### src/rtl/excl_pkg.sv
package excl_pkg;
  typedef enum logic [1:0] {
    OP_NONE = 2'b00,
    OP_LDX  = 2'b01,
    OP_STX  = 2'b10,
    OP_ST   = 2'b11
  } mon_op_e;

  typedef enum logic {
    MON_OPEN = 1'b0,
    MON_EXCL = 1'b1
  } mon_state_e;
endpackage

### src/rtl/excl_tag_match.sv
module excl_tag_match #(
  parameter int AW   = 32,
  parameter int GLSB = 3
) (
  input  logic [AW-1:0]      addr_i,
  input  logic [AW-GLSB-1:0] tag_i,
  output logic               hit_o
);
  localparam logic [AW-1:0] GMASK = ~((AW'(1) << GLSB) - AW'(1));

  logic [AW-1:0] tag_addr;

  assign tag_addr = {tag_i, {GLSB{1'b0}}};
  assign hit_o    = ((addr_i ^ tag_addr) & GMASK) == '0;
endmodule

### src/rtl/excl_state_fsm.sv
module excl_state_fsm
  import excl_pkg::*;
#(
  parameter int TW = 29
) (
  input  logic          clk,
  input  logic          rst_n,
  input  mon_op_e       op_i,
  input  logic [TW-1:0] gran_i,
  input  logic          clr_i,
  input  logic          snp_hit_i,
  output mon_state_e    state_o,
  output logic [TW-1:0] tag_o
);
  mon_state_e    state_q, state_d;
  logic [TW-1:0] tag_q;
  logic          tag_en;

  always_comb begin
    state_d = state_q;
    tag_en  = 1'b0;
    if (clr_i) begin
      state_d = MON_OPEN;
    end else if (op_i == OP_LDX) begin
      state_d = MON_EXCL;
      tag_en  = 1'b1;
    end else if (op_i == OP_STX) begin
      state_d = MON_OPEN;
    end else if (snp_hit_i) begin
      state_d = MON_OPEN;
    end
  end

  always_ff @(posedge clk or negedge rst_n) begin
    if (!rst_n) state_q <= MON_OPEN;
    else        state_q <= state_d;
  end

  always_ff @(posedge clk or negedge rst_n) begin
    if (!rst_n)      tag_q <= '0;
    else if (tag_en) tag_q <= gran_i;
  end

  assign state_o = state_q;
  assign tag_o   = tag_q;


  clr_open_chk: assert property (@(posedge clk) disable iff (!rst_n)
    clr_i |=> state_q == MON_OPEN);

  ldx_arm_chk: assert property (@(posedge clk) disable iff (!rst_n)
    (op_i == OP_LDX && !clr_i) |=> (state_q == MON_EXCL && tag_q == $past(gran_i)));

  stx_close_chk: assert property (@(posedge clk) disable iff (!rst_n)
    (op_i == OP_STX) |=> state_q == MON_OPEN);

  plain_st_chk: assert property (@(posedge clk) disable iff (!rst_n)
    (op_i == OP_ST && !clr_i && !snp_hit_i) |=> ($stable(state_q) && $stable(tag_q)));
endmodule

### src/rtl/excl_status_reg.sv
module excl_status_reg #(
  parameter int SW = 32
) (
  input  logic          clk,
  input  logic          rst_n,
  input  logic          stx_i,
  input  logic          pass_i,
  output logic          we_o,
  output logic          vld_o,
  output logic [SW-1:0] code_o
);
  logic          vld_d, we_d;
  logic [SW-1:0] code_d;

  always_comb begin
    vld_d  = stx_i;
    we_d   = stx_i & pass_i;
    code_d = '0;
    if (stx_i && !pass_i) code_d = SW'(1);
  end

  always_ff @(posedge clk or negedge rst_n) begin
    if (!rst_n) begin
      vld_o  <= 1'b0;
      we_o   <= 1'b0;
      code_o <= '0;
    end else begin
      vld_o  <= vld_d;
      we_o   <= we_d;
      code_o <= code_d;
    end
  end


  sts_only_after_stx_chk: assert property (@(posedge clk) disable iff (!rst_n)
    vld_o |-> $past(stx_i));

  code_range_chk: assert property (@(posedge clk) disable iff (!rst_n)
    code_o <= SW'(1));
endmodule

### src/rtl/excl_monitor.sv
module excl_monitor
  import excl_pkg::*;
#(
  parameter int AW         = 32,
  parameter int SW         = 32,
  parameter int GRAN_BYTES = 8
) (
  input  logic          clk,
  input  logic          rst_n,
  input  logic [1:0]    op_i,
  input  logic [AW-1:0] addr_i,
  input  logic          clr_i,
  input  logic          snp_wr_i,
  input  logic [AW-1:0] snp_addr_i,
  output logic          mem_we_o,
  output logic          sts_valid_o,
  output logic [SW-1:0] sts_code_o
);
  localparam int GLSB = $clog2(GRAN_BYTES);
  localparam int TW   = AW - GLSB;

  mon_op_e       op;
  mon_state_e    state;
  logic [TW-1:0] tag;
  logic          req_hit, snp_match, snp_hit, stx, pass;

  assign op = mon_op_e'(op_i);

  excl_tag_match #(.AW(AW), .GLSB(GLSB)) u_req_match (
    .addr_i (addr_i),
    .tag_i  (tag),
    .hit_o  (req_hit)
  );

  excl_tag_match #(.AW(AW), .GLSB(GLSB)) u_snp_match (
    .addr_i (snp_addr_i),
    .tag_i  (tag),
    .hit_o  (snp_match)
  );

  assign snp_hit = snp_wr_i & snp_match;

  excl_state_fsm #(.TW(TW)) u_fsm (
    .clk       (clk),
    .rst_n     (rst_n),
    .op_i      (op),
    .gran_i    (addr_i[AW-1:GLSB]),
    .clr_i     (clr_i),
    .snp_hit_i (snp_hit),
    .state_o   (state),
    .tag_o     (tag)
  );

  assign stx  = (op == OP_STX);
  assign pass = (state == MON_EXCL) & req_hit & ~clr_i & ~snp_hit;

  excl_status_reg #(.SW(SW)) u_sts (
    .clk    (clk),
    .rst_n  (rst_n),
    .stx_i  (stx),
    .pass_i (pass),
    .we_o   (mem_we_o),
    .vld_o  (sts_valid_o),
    .code_o (sts_code_o)
  );


  we_needs_excl_chk: assert property (@(posedge clk) disable iff (!rst_n)
    mem_we_o |-> $past(state == MON_EXCL));

  we_with_ok_chk: assert property (@(posedge clk) disable iff (!rst_n)
    mem_we_o |-> (sts_valid_o && sts_code_o == '0));

  clr_blocks_stx_chk: assert property (@(posedge clk) disable iff (!rst_n)
    (clr_i && stx) |=> (sts_valid_o && !mem_we_o));
endmodule

### config.mk
export PLATFORM = sky130hd
export DESIGN_NAME = excl_monitor
export DESIGN_NICKNAME = d
export VERILOG_FILES = /design/src/rtl/excl_pkg.sv /design/src/rtl/excl_tag_match.sv /design/src/rtl/excl_state_fsm.sv /design/src/rtl/excl_status_reg.sv /design/src/rtl/excl_monitor.sv
export SDC_FILE = /design/constraint.sdc
export NUM_CORES = 1
export LEC_CHECK = 0
export ABC_AREA = 0
export CAP_MARGIN = 20
export CORE_MARGIN = 5
export CORE_UTILIZATION = 37
export CTS_CLUSTER_DIAMETER = 60
export DETAILED_ROUTE_END_ITERATION = 10
export MAX_ROUTING_LAYER = met4
export PLACE_DENSITY = 0.77
export SYNTH_ARGS = -nofsm -noshare
export SYNTH_HDL_FRONTEND = slang
export SYNTH_SLANG_ARGS = --single-unit
export TNS_END_PERCENT = 30
### constraint.sdc
create_clock -name clk -period 1.7 [get_ports clk]
set_input_delay 0.34 -clock clk [delete_from_list [all_inputs] [get_ports clk]]
set_output_delay 0.34 -clock clk [all_outputs]
set_load 0.02 [all_outputs]
* Word level (Yosys, flattened, before mapping)
Cells that the tools add are included.
** Cells by class
- Equal/unequal tests :: 2
- Mux-type cells :: 7
- Bitwise gates (word level) :: 9
- Reduce and logical (&&, ||, !) cells :: 5
** Operators by type and width (count)
- $logic_not 32->1 :: 2
- $xor 32x32->32 :: 2
- $mux 1 :: 7
- $and 1x1->1 :: 5
- $reduce_bool 4->1 :: 1
- $eq 2x1->1 const B :: 1
- $eq 2x2->1 const B :: 1
- $not 1->1 :: 2
- $logic_and 1x1->1 :: 1
- $logic_not 1->1 :: 1
** Word-level totals
- Bits in registers :: 64
- Bits of input ports :: 70
- Output and inout bits :: 34
- Logic and storage cells :: 28

* Depth between registers and ports, before layout
Gate-level depths: netlist of the first run.
- Word-level depth :: 8
- Gate-level depth with buffers :: 5
- Depth with buffers taken out :: 5

* Modules after synthesis
A second synthesis of the first run with hierarchy kept.
** Unflattened totals
- Cells, all modules :: 187
- Area, all modules :: 2284.7 um^2
** By module, submodules not included
- excl_state_fsm :: instances 1, cells each 68, area an instance 1287.5 um^2, sequential area each 750.7 um^2
- excl_tag_match :: instances 2, cells each 39, area an instance 320.3 um^2, sequential area each 0.0 um^2
- excl_status_reg :: instances 1, cells each 37, area an instance 327.8 um^2, sequential area each 75.1 um^2
- excl_monitor :: instances 1, cells each 4, area an instance 28.8 um^2, sequential area each 0.0 um^2

* Least setup slack after synthesis of the first run
OpenSTA, ideal clock, no wires.
- Path type :: register -> register
- From :: register u_fsm.tag_q[21] (netlist: u_fsm.tag_o[21])
- To :: register u_sts.we_o
- Library setup time :: 0.066 ns
- Data arrival time :: 1.665 ns
- Required time :: 1.634 ns
- Slack :: -0.031 ns
- Stages on the path, launching flop included :: 6
- Buffers on the path :: 0
- Clock period less this slack :: 1.731 ns
- Cell sequence :: dfrtp_1 xnor2_1 nand4_1 or4_1 a2111oi_2 and2_1
** On the way
- Longest elaborated chain between the ends :: 6
- Elaborated cells on any way between the ends :: 10
- Those cells by class :: bitwise: 8; reduce/logical: 2
** RTL lines
- start: declaration :: RTL line excl_state_fsm.sv:16 : logic [TW-1:0] tag_q;
- start signal: assignment :: RTL line excl_state_fsm.sv:41 : else if (tag_en) tag_q <= gran_i;
- $xor 32x32->32 :: RTL line excl_tag_match.sv:14 : assign hit_o = ((addr_i ^ tag_addr) & GMASK) == '0;
- $logic_not 32->1 :: RTL line excl_tag_match.sv:14
- $and 1x1->1, on equally long branches :: RTL line excl_monitor.sv:55, excl_monitor.sv:41
- $and 1x1->1 / $not 1->1 (equally long branches) :: RTL line excl_monitor.sv:55 : assign pass = (state == MON_EXCL) & req_hit & ~clr_i & ~snp_hit;
- $and 1x1->1 (*) :: RTL line excl_monitor.sv:55
- $and 1x1->1 (*) :: RTL line excl_status_reg.sv:17 : we_d = stx_i & pass_i;
- via u_sts.we_d :: RTL line excl_status_reg.sv:12 : logic vld_d, we_d;
- end signal: assignment :: RTL line excl_status_reg.sv:29 : we_o <= we_d;
- end: declaration :: RTL line excl_status_reg.sv:8 : output logic we_o,
The timed path passes the listed nets; every way through them passes the cells marked *.
A chain may end at the register's enable or synchronous reset.

* Worst setup path after layout of the first run
- From :: input addr_i[17]
- To :: register u_sts.we_o
** On the way
- Longest elaborated chain between the ends :: 6
** RTL lines
- start: declaration :: RTL line excl_monitor.sv:11 : input logic [AW-1:0] addr_i,
- $xor 32x32->32 :: RTL line excl_tag_match.sv:14
- $logic_not 32->1 :: RTL line excl_tag_match.sv:14
- $and 1x1->1 (3 in series) :: RTL line excl_monitor.sv:55
- $and 1x1->1 :: RTL line excl_status_reg.sv:17
- via u_sts.we_d :: RTL line excl_status_reg.sv:12
The timed path passes the listed nets, and every way through them passes these cells.

==> flow_metrics.tcl, run 1 <==
set metrics [dict create \
    timing.fmax_mhz 553.8 \
    syn_inst 186 \
    ctsHtreeMaxLevel 2 \
    reg2reg_from "u_fsm.tag_o[4]" \
    start_util_pct 38.35 \
    regToRegSetupSlack_ps -70 \
    cts_buffers 5 \
    fill_cells 512 \
    gr-total-overflow 0 \
    ys_warn_count 0 \
    synth.cell_area_um2 2125 \
    yosysSeqAreaShare_pct 38.87 \
    cap_violations 0 \
    cts_setup_buffers 0 \
    violations "setup timing" \
    clkPwrFrac_pct 24.4 \
    finClkSkew_ps 7.276 \
    clk_latency_ps 290 \
    drc_errors 0 \
    die_h_um 85.78 \
    grt_antenna_before_repair 0 \
    layout_setup_ws_ps -105.7 \
    io_pins 104 \
    clockBufferDepth 2 \
    wl_mm 4.589 \
    drtIter0Drc 47 \
    finalCriticalPeriod_ps 1806 \
    firstDrtPassIters 2 \
    critPathRequiredTime_ps 1920 \
    dieArea_um2 7357 \
    end_kind "flip-flop" \
    swShare_pct 30.05 \
    status "finished, violations left" \
    power.leakage_nw 1.239 \
    first_global_vias 1610 \
    drive_above_1_share_pct 17.60 \
    root_buffer "clkbuf_8" \
    cts_tree "built" \
    coreArea_um2 5540 \
    async_flop_share_pct 100.0 \
    design_area_um2 2994 \
    nets 339 \
    ir_drop_uv 544.8 \
    ant_nets 0 \
    grt_setup_unrepaired "yes" \
    cp_max_fo 2 \
    cts_sinks 33 \
    finalPower_mw 2.448 \
    setup_violations 3 \
    synth_seq_cells 33 \
    regArea_um2 825.8 \
    hpwl_mm 3.730 \
    synth_edf_count 0 \
    hold_violations 0 \
    powerDensity_nw_per_um2 817.4 \
    grt_pass1_wl_mm 7.424 \
    vias 1495 \
    whs_path_depth 2 \
    multi_input_area_um2 1229 \
    p_seq_share_pct 43.3 \
    grt_start_max_net_pins 34 \
    diodes 0 \
    critical_path_class "in2reg" \
    pwr-share-comb_pct 32.3 \
    dpl-instance-area_um2 2849 \
    grt.total_usage_pct 13.40 \
    r2r-end "u_sts.we_o" \
    min-delay-start "addr_i[16]" \
    whs_endpoint "u_fsm.tag_o[13]" \
    post_drt_wl_per_cell_um 13.54 \
    r2r_cells 5 \
    crit_arrival_ps 2020 \
    syn_avg_cell_area_um2 11.42 \
    rows 27 \
    syn2layout_area_growth_pct 40.93 \
    gp_congestion 0.7563 \
    period_share_pct 106.2 \
    io_buffer_count 66 \
    p_sw_uw 735.5 \
    synth_ff_type "dfrtp_1" \
    internal-power_mw 1.712 \
    synth_cell_type_count 20 \
    clk_pin_slew_ps 60 \
    die_w_um 85.78 \
    hp-class "in2reg" \
    viasPerCell 4.410 \
    cp-start-kind "primary input" \
    slew_viol_final 0 \
]
==> cell usage after synthesis, types with 2 or more instances <==
cell	number	area share, %
xor2_1	16	6.6
dfrtp_1	33	39
xnor2_1	42	17
buf_4	31	11
mux2_2	19	10
nor2b_1	2	0.59
inv_1	2	0.35
buf_1	3	0.53
mux2_1	11	5.8
nand4_1	11	3.2
nand2_1	2	0.35
ha_1	2	1.2
nor4_1	5	1.5
==> metrics by stage <==
stage | setup WS, ps | util (%) | std cells | setup TNS, ps | hold slack (ps)
detailed placement | -519.4 | 51.42 | 332 | -5670 | 487.8
global route | -185.4 | 54.04 | 339 | -465.3 | 355.1
floorplan | 92.14 | - | 216 | 0 | 44.41
global placement | -476.6 | 51.42 | 332 | -5222 | 477.7
finish | -105.7 | 54.04 | 339 | -197.5 | 357.6
CTS | -79.12 | 53.73 | 339 | -163.1 | 436.3
==> worst max path at each step <==
stage | end | slack (ps) | from
detailed placement | u_sts.we_o | -520 | addr_i[5]
floorplan | u_sts.we_o | 90 | u_fsm.tag_o[21]
global placement | u_sts.we_o | -480 | addr_i[4]
finish | u_sts.we_o | -110 | addr_i[17]
CTS | u_sts.we_o | -80 | addr_i[16]
global route | u_sts.we_o | -190 | u_fsm.tag_o[18]
==> per-layer routing <==
layer  wire length (um)  vias up  track usage [%]
met1               1964      688            16.03
met2               2085       74            21.40
met5                  0        -                -
li1                   -      726                -
met3                480        7            4.611
met4                 59        0            3.885
==> registers in the layout, summed over array words and instances (netlist names) <==
signal and cells:
u_fsm.tag_o 29, u_fsm.state_o 1, u_sts.vld_o 1, u_sts.code_o 1
u_sts.we_o 1
==> kinds of logic after synthesis <==
group	after synthesis	synth area share [%]
and+or+nand+nor	24	7.186
adders and majority gates	2	1.178
AOI/OAI and AO/OA	2	0.9419
DFF	33	38.87
other	1	0.1765
muxes	30	15.90
buffers and inverters	36	11.84
xor gates and xnor gates	58	23.91
==> what timing repair did <==
item | CTS | global route
endpoints found under the setup margin | 3 | 3
hold buffers | 0 | 0
pin swaps | 6 | 1
resized for setup | 15 | 3
gates cloned | 0 | 0
==> power groups by stage <==
| stage | sequential, mW | combinational, mW | clock [mW] |
|---|---|---|---|
| floorplan | 1.06 | 0.519 | 0 |
| global placement | 1.06 | 0.766 | 0 |
| detailed placement | 1.07 | 0.775 | 0 |
| CTS | 1.06 | 0.793 | 0.625 |
| global route | 1.09 | 0.863 | 0.656 |
| finish | 1.06 | 0.790 | 0.597 |
==> layout by cell type, fill, tap and decap left out, types with 2 or more instances in the layout <==
master           instances
xnor2_2                  3
buf_4                   11
nor4_1                   2
nand2_1                  2
nand4_1                 11
inv_1                    2
ha_1                     2
dfrtp_1                 33
nor4_2                   3
dlygate4sd2_1            8
xor2_1                  16
mux2_2                  19
xnor2_1                 39
mux2_1                  11
clkdlybuf4s50_1         57
clkbuf_8                 6
conb_1                  31
==> area by class of cell <==
| class | count | share of cell area, % |
|---|---|---|
| well taps | 72 | 3.009 |
| multi-input cells | 147 | 41.04 |
| repair buffers | 78 | 25.24 |
| flip-flops and latches | 33 | 27.58 |
| inverters | 2 | 0.2507 |
| clock buffers | 7 | 2.883 |
==> worst max-delay path, cell delays in order <==
cell,delay (ps)
clkdlybuf4s50_1,480
xnor2_1,140
nand4_1,140
or4_4,510
a2111oi_4,230
and2_1,180
No activity file was read; power rests on OpenSTA's default activity.
==> run 2: changes to the inputs <==
CAP_MARGIN = 10   (was 20)
==> results of run 2 <==
Final layout, timing and power as in run 1 (identical DEF).
